File: src/rtl/sdram_rfsh_pkg.sv
package sdram_rfsh_pkg;

  typedef enum logic [2:0] {
    SQ_IDLE,
    SQ_PRE,
    SQ_PRE_WAIT,
    SQ_REF,
    SQ_REF_WAIT
  } seq_state_t;

  localparam logic CMD_PRECHARGE_ALL = 1'b0;
  localparam logic CMD_AUTO_REFRESH  = 1'b1;

  // Urgency tiers: the two upper bits of the backlog.
  localparam logic [1:0] TIER_LOW  = 2'b00;
  localparam logic [1:0] TIER_MID  = 2'b01;
  localparam logic [1:0] TIER_HIGH = 2'b10;
  localparam logic [1:0] TIER_CRIT = 2'b11;

  function automatic logic refresh_allowed(
    input logic [1:0] tier,
    input logic       nonzero,
    input logic       draining,
    input logic       req,
    input logic       rd,
    input logic       bank,
    input logic       act
  );
    logic ok;
    if (draining || tier == TIER_CRIT) begin
      ok = !act;
    end else begin
      case (tier)
        TIER_HIGH: ok = !act && !rd;
        TIER_MID:  ok = !act && !req;
        default:   ok = nonzero && !act && !req && !bank;
      endcase
    end
    return ok;
  endfunction

endpackage

File: src/rtl/rfsh_interval_timer.sv
module rfsh_interval_timer #(
  parameter int          RATE_W     = 13,
  parameter logic [RATE_W-1:0] RESET_RATE = RATE_W'(1560)
) (
  input  logic              clk,
  input  logic              rst_n,
  input  logic              rate_wr,
  input  logic [RATE_W-1:0] rate_val,
  output logic              expire
);

  logic [RATE_W-1:0] rate_q;
  logic [RATE_W-1:0] cnt_q;

  // A write restarts the interval and cancels a coincident expiry.
  assign expire = (cnt_q == '0) && !rate_wr;

  always_ff @(posedge clk) begin
    if (!rst_n) begin
      rate_q <= RESET_RATE;
      cnt_q  <= RESET_RATE;
    end else if (rate_wr) begin
      rate_q <= rate_val;
      cnt_q  <= rate_val;
    end else if (cnt_q == '0) begin
      cnt_q <= rate_q;
    end else begin
      cnt_q <= cnt_q - 1'b1;
    end
  end

endmodule

File: src/rtl/rfsh_backlog.sv
module rfsh_backlog #(
  parameter int BL_W = 4
) (
  input  logic            clk,
  input  logic            rst_n,
  input  logic            inc,
  input  logic            dec,
  output logic [BL_W-1:0] owed,
  output logic [1:0]      tier,
  output logic            draining
);
  import sdram_rfsh_pkg::*;

  localparam logic [BL_W-1:0] BL_MAX = {BL_W{1'b1}};

  logic [BL_W-1:0] owed_q;
  logic            drain_q;

  assign owed     = owed_q;
  assign tier     = owed_q[BL_W-1 -: 2];
  assign draining = drain_q;

  always_ff @(posedge clk) begin
    if (!rst_n) begin
      owed_q  <= '0;
      drain_q <= 1'b0;
    end else begin
      case ({inc, dec})
        2'b10:   if (owed_q != BL_MAX) owed_q <= owed_q + 1'b1;
        2'b01:   if (owed_q != '0)     owed_q <= owed_q - 1'b1;
        default: owed_q <= owed_q;
      endcase
      // Enter drain at the critical tier, leave once back in the lower half.
      if (tier == TIER_CRIT)        drain_q <= 1'b1;
      else if (!owed_q[BL_W-1])     drain_q <= 1'b0;
    end
  end

endmodule

File: src/rtl/rfsh_cmd_seq.sv
module rfsh_cmd_seq #(
  parameter int WAIT_CYC = 4
) (
  input  logic clk,
  input  logic rst_n,
  input  logic start,
  input  logic cmd_ready,
  output logic cmd_valid,
  output logic cmd_op,
  output logic ref_done,
  output logic seq_idle
);
  import sdram_rfsh_pkg::*;

  localparam int WAIT_W = (WAIT_CYC < 2) ? 1 : $clog2(WAIT_CYC);
  localparam logic [WAIT_W-1:0] WAIT_LOAD = WAIT_W'(WAIT_CYC - 1);

  seq_state_t       state_q, state_d;
  logic [WAIT_W-1:0] wcnt_q, wcnt_d;
  logic             accept;

  assign cmd_valid = (state_q == SQ_PRE) || (state_q == SQ_REF);
  assign cmd_op    = (state_q == SQ_REF) ? CMD_AUTO_REFRESH : CMD_PRECHARGE_ALL;
  assign accept    = cmd_valid && cmd_ready;
  assign ref_done  = accept && (state_q == SQ_REF);
  assign seq_idle  = (state_q == SQ_IDLE);

  always_comb begin
    state_d = state_q;
    wcnt_d  = wcnt_q;
    case (state_q)
      SQ_IDLE: if (start) state_d = SQ_PRE;
      SQ_PRE: if (accept) begin
        state_d = SQ_PRE_WAIT;
        wcnt_d  = WAIT_LOAD;
      end
      SQ_PRE_WAIT: begin
        if (wcnt_q == '0) state_d = SQ_REF;
        else              wcnt_d  = wcnt_q - 1'b1;
      end
      SQ_REF: if (accept) begin
        state_d = SQ_REF_WAIT;
        wcnt_d  = WAIT_LOAD;
      end
      SQ_REF_WAIT: begin
        if (wcnt_q == '0) state_d = SQ_IDLE;
        else              wcnt_d  = wcnt_q - 1'b1;
      end
      default: state_d = SQ_IDLE;
    endcase
  end

  always_ff @(posedge clk) begin
    if (!rst_n) begin
      state_q <= SQ_IDLE;
      wcnt_q  <= '0;
    end else begin
      state_q <= state_d;
      wcnt_q  <= wcnt_d;
    end
  end

endmodule

File: src/rtl/sdram_refresh_sched.sv
module sdram_refresh_sched #(
  parameter int                RATE_W     = 13,
  parameter logic [RATE_W-1:0] RESET_RATE = RATE_W'(1560),
  parameter int                BL_W       = 4,
  parameter int                WAIT_CYC   = 4
) (
  input  logic              clk,
  input  logic              rst_n,
  input  logic              rate_wr,
  input  logic [RATE_W-1:0] rate_val,
  input  logic              req_pending,
  input  logic              rd_pending,
  input  logic              bank_open,
  input  logic              access_active,
  output logic              cmd_valid,
  input  logic              cmd_ready,
  output logic              cmd_op,
  output logic              busy,
  output logic [BL_W-1:0]   owed
);
  import sdram_rfsh_pkg::*;

  logic       expire;
  logic       ref_done;
  logic       seq_idle;
  logic       draining;
  logic [1:0] tier;
  logic       start;

  rfsh_interval_timer #(
    .RATE_W    (RATE_W),
    .RESET_RATE(RESET_RATE)
  ) u_timer (
    .clk     (clk),
    .rst_n   (rst_n),
    .rate_wr (rate_wr),
    .rate_val(rate_val),
    .expire  (expire)
  );

  rfsh_backlog #(
    .BL_W(BL_W)
  ) u_backlog (
    .clk     (clk),
    .rst_n   (rst_n),
    .inc     (expire),
    .dec     (ref_done),
    .owed    (owed),
    .tier    (tier),
    .draining(draining)
  );

  assign start = seq_idle && refresh_allowed(tier, (owed != '0), draining,
                                             req_pending, rd_pending,
                                             bank_open, access_active);

  rfsh_cmd_seq #(
    .WAIT_CYC(WAIT_CYC)
  ) u_seq (
    .clk      (clk),
    .rst_n    (rst_n),
    .start    (start),
    .cmd_ready(cmd_ready),
    .cmd_valid(cmd_valid),
    .cmd_op   (cmd_op),
    .ref_done (ref_done),
    .seq_idle (seq_idle)
  );

  assign busy = !seq_idle || draining;

endmodule

File: config.mk
export PLATFORM = sky130hd
export DESIGN_NAME = sdram_refresh_sched
export DESIGN_NICKNAME = d
export VERILOG_FILES = /design/src/rtl/sdram_rfsh_pkg.sv /design/src/rtl/rfsh_interval_timer.sv /design/src/rtl/rfsh_backlog.sv /design/src/rtl/rfsh_cmd_seq.sv /design/src/rtl/sdram_refresh_sched.sv
export SDC_FILE = /design/constraint.sdc
export NUM_CORES = 1
export LEC_CHECK = 0
export BUFFER_PORTS_ARGS = -buffer_cell sky130_fd_sc_hd__buf_4
export CORE_UTILIZATION = 25
export CTS_CLUSTER_DIAMETER = 120
export DETAILED_ROUTE_END_ITERATION = 12
export HOLD_SLACK_MARGIN = 0.1
export PLACE_DENSITY = 0.42
export RECOVER_POWER = 25
export SETUP_SLACK_MARGIN = 0.4
export SYNTH_ARGS = -nofsm -noshare
export SYNTH_HDL_FRONTEND = slang
export SYNTH_HIERARCHICAL = 1
export SYNTH_SLANG_ARGS = --single-unit
File: constraint.sdc
create_clock -name clk -period 6.7 [get_ports clk]
set_input_delay 1.34 -clock clk [delete_from_list [all_inputs] [get_ports clk]]
set_output_delay 1.34 -clock clk [all_outputs]
set_load 0.005 [all_outputs]
==> flow_summary.yaml <==
clock_network:
  cts_tree: "done"
  cts.htree.levels: 2
  clock_latency_ps: 290
  cts_hold_buf: 0
  cts_root_buf: "clkbuf_8"
  clockBufferDepth: 2
  clk_pin_slew_ps: 70
  cts_resized: 0
  post_cts_buffers: 0
  clock-sinks: 36
  numCtsBuffers: 5
detailed_routing:
  viasPerCell: 4.72
  vias: 1653
  ant_nets: 0
  finalWirelength_um: 4350
  drtPass1Iterations: 4
  drt_iter0_drc: 103
  drc_errors: 0
  wl_per_cell_um: 12.4
finish:
  syn_to_final_growth_pct: 14.8
  drive_gt1_share_pct: 18.1
  multiInputGateArea_um2: 1190
  layout.nets: 275
  num_antenna_cells: 0
  fillers: 889
  final_cells: 350
  seqCellArea_um2: 721
sta:
  fin_setup_tns_ps: 0
  finalClockSkew_ps: 6.42
  relSlewSlack_pct: 6.57
  post-route-period-util_pct: 47.3
  finalHoldViolations: 0
  worst_slew_pin_slew_ps: 1400
  rsz0062_at_grt: "no"
  fin_crit_ps: 3170
  max_freq_ghz: 0.316
  setup_violations: 0
  slew_violations: 0
die:
  num_io_pins: 28
  initial_core_util_pct: 26.3
  die-area_um2: 8630
  die_y_um: 92.9
  fp.dieW_um: 92.9
  core.rowCount: 32
  core_area_um2: 7850
synth:
  synth_flop_cell: "dfxtp_1"
  syn_inst: 232
  syn_area_per_cell_um2: 8.90
  ys_types: 56
  ys_seq_area_share_pct: 34.9
  synth_warnings: 6
  synth_area_um2: 2060
  async_flop_share_pct: 0
  synth_edf_count: 0
  ys_ff_latch: 36
  syn_nets: 259
pwr:
  p_leak_uw: 0.00100
  max-vdd-ir-drop_mv: 0.0586
  powerDensity_nw_per_um2: 196
placed_design:
  portBuffers: 27
  place.gp.congestion: 0.700
  place_inst: 343
  hpwl_um: 2920
setup_path:
  end_kind: "register"
  worstSetupPathType: "in2reg"
  required_ps: 6890
  cp_data_arrival_time_ps: 3350
  r2r_slack_ps: 3610
  cp-start-kind: "input pin"
  worstPathMaxFanout: 34
grt:
  grt_pass1_wl_um: 7420
  first_global_vias: 1578
  antenna_found_initial: 0
  grt_max_degree: 35
  grt_util_all_layers_pct: 10.8
  grt_overflow: 0
hold_path:
  min_path_type: "reg2reg"
run_status:
  status: "complete, no violations"
flow_run:
  maxCapViolations: 0
[cells by family after synthesis]
logic type                 Yosys count  share of synthesized area [%]
xor gates and xnor gates             6                           2.91
adders and majority gates            6                           3.64
muxes                               14                           6.79
buffers and inverters               28                           7.51
DFF                                 36                           34.9
AOI/OAI and AO/OA                   48                           17.7
and+or+nand+nor                     94                           26.5
[path summary, 6_finish.rpt]
| path | start | end | depth (start not counted) |
|---|---|---|---|
| hold / removal | u_timer/rate_q[9] | u_timer/rate_q[9] | 2 |
| setup reg to reg | u_timer/cnt_q[0] | u_backlog/owed[2] | 11 |
| hold reg to reg | u_timer/rate_q[9] | u_timer/rate_q[9] | 2 |
| setup / recovery | rst_n | u_timer/cnt_q[8] | 3 |
[per-stage QoR]
step	hold WS, ps	worst slack [ps]	total power, µW	utilization [%]	cell area, µm²
after floorplan	429	3270	281	-	2060
after global placement	443	3690	301	29.0	2280
after detailed placement	446	3610	301	29.0	2280
after CTS	459	3590	475	30.2	2370
after global routing	480	3220	493	30.2	2370
final	453	3530	465	30.2	2370
[power breakdown]
group / internal, µW / switching (µW)
sequential: 225 / 9.91
combinational: 29.8 / 30.3
clock: 91.7 / 78.0
[state kept, by name, summed over array words and instances (netlist names)]
register	flops
u_seq/wcnt_q	2
u_backlog/draining	1
u_backlog/owed	4
u_timer/cnt_q	13
u_seq/state_q	3
u_timer/rate_q	13
[layer usage]
| layer | vias up | share of wire [%] | global-route usage, % |
|---|---|---|---|
| li1 | 867 | - | - |
| met1 | 755 | 53 | 14.4 |
| met2 | 24 | 43 | 16.9 |
| met3 | 7 | 2.5 | 2.30 |
| met4 | 0 | 1.7 | 4.23 |
| met5 | - | 0 | 0 |
[worst max-delay path, stage by stage]
cell	delay [ps]
clkbuf_1	1000
nand2b_1	570
o41ai_1	440
[layout make-up]
cell class | instances | share of cell area (%)
multi-input cells | 168 | 50.2
flip-flops and latches | 36 | 30.4
repair buffers | 27 | 8.39
well taps | 102 | 5.39
clock buffers | 7 | 4.07
inverters | 10 | 1.58
[layout by cell type (no fill, tap or decap), types with 2 or more instances in the layout]
cell      count
a211oi_1      4
a21boi_0      4
a21oi_1       4
and2_1        2
and2_4        2
and3_1        2
buf_4        26
clkbuf_8      7
dfxtp_1      36
ha_1          6
inv_1        10
mux2i_1      14
nand2_1       5
nand2b_1      8
nand3_1      11
nor2_1       17
nor2b_1      13
nor3_1       10
nor4_1        4
nor4b_1       5
o21a_1        2
o21ai_0       7
o21ai_1       2
o31a_1        2
o31ai_1       7
o41a_1        2
o41ai_1       2
or2_2         2
or3_1         2
or4_1         3
or4_4         2
xnor2_1       2
xor2_1        3
[synth_stat cells (5+ instances only)]
cell,number,area (µm²)
clkbuf_1,9,33.8
dfxtp_1,36,721
ha_1,6,75.1
inv_1,10,37.5
mux2i_1,14,140
nand2_1,5,18.8
nand2b_1,8,50.1
nand3_1,11,55.1
nor2_1,17,63.8
nor2b_1,13,81.3
nor3_1,10,50.1
nor4b_1,5,43.8
o21ai_0,7,35.0
o31ai_1,7,52.6
(Power assumes the default switching activity.)
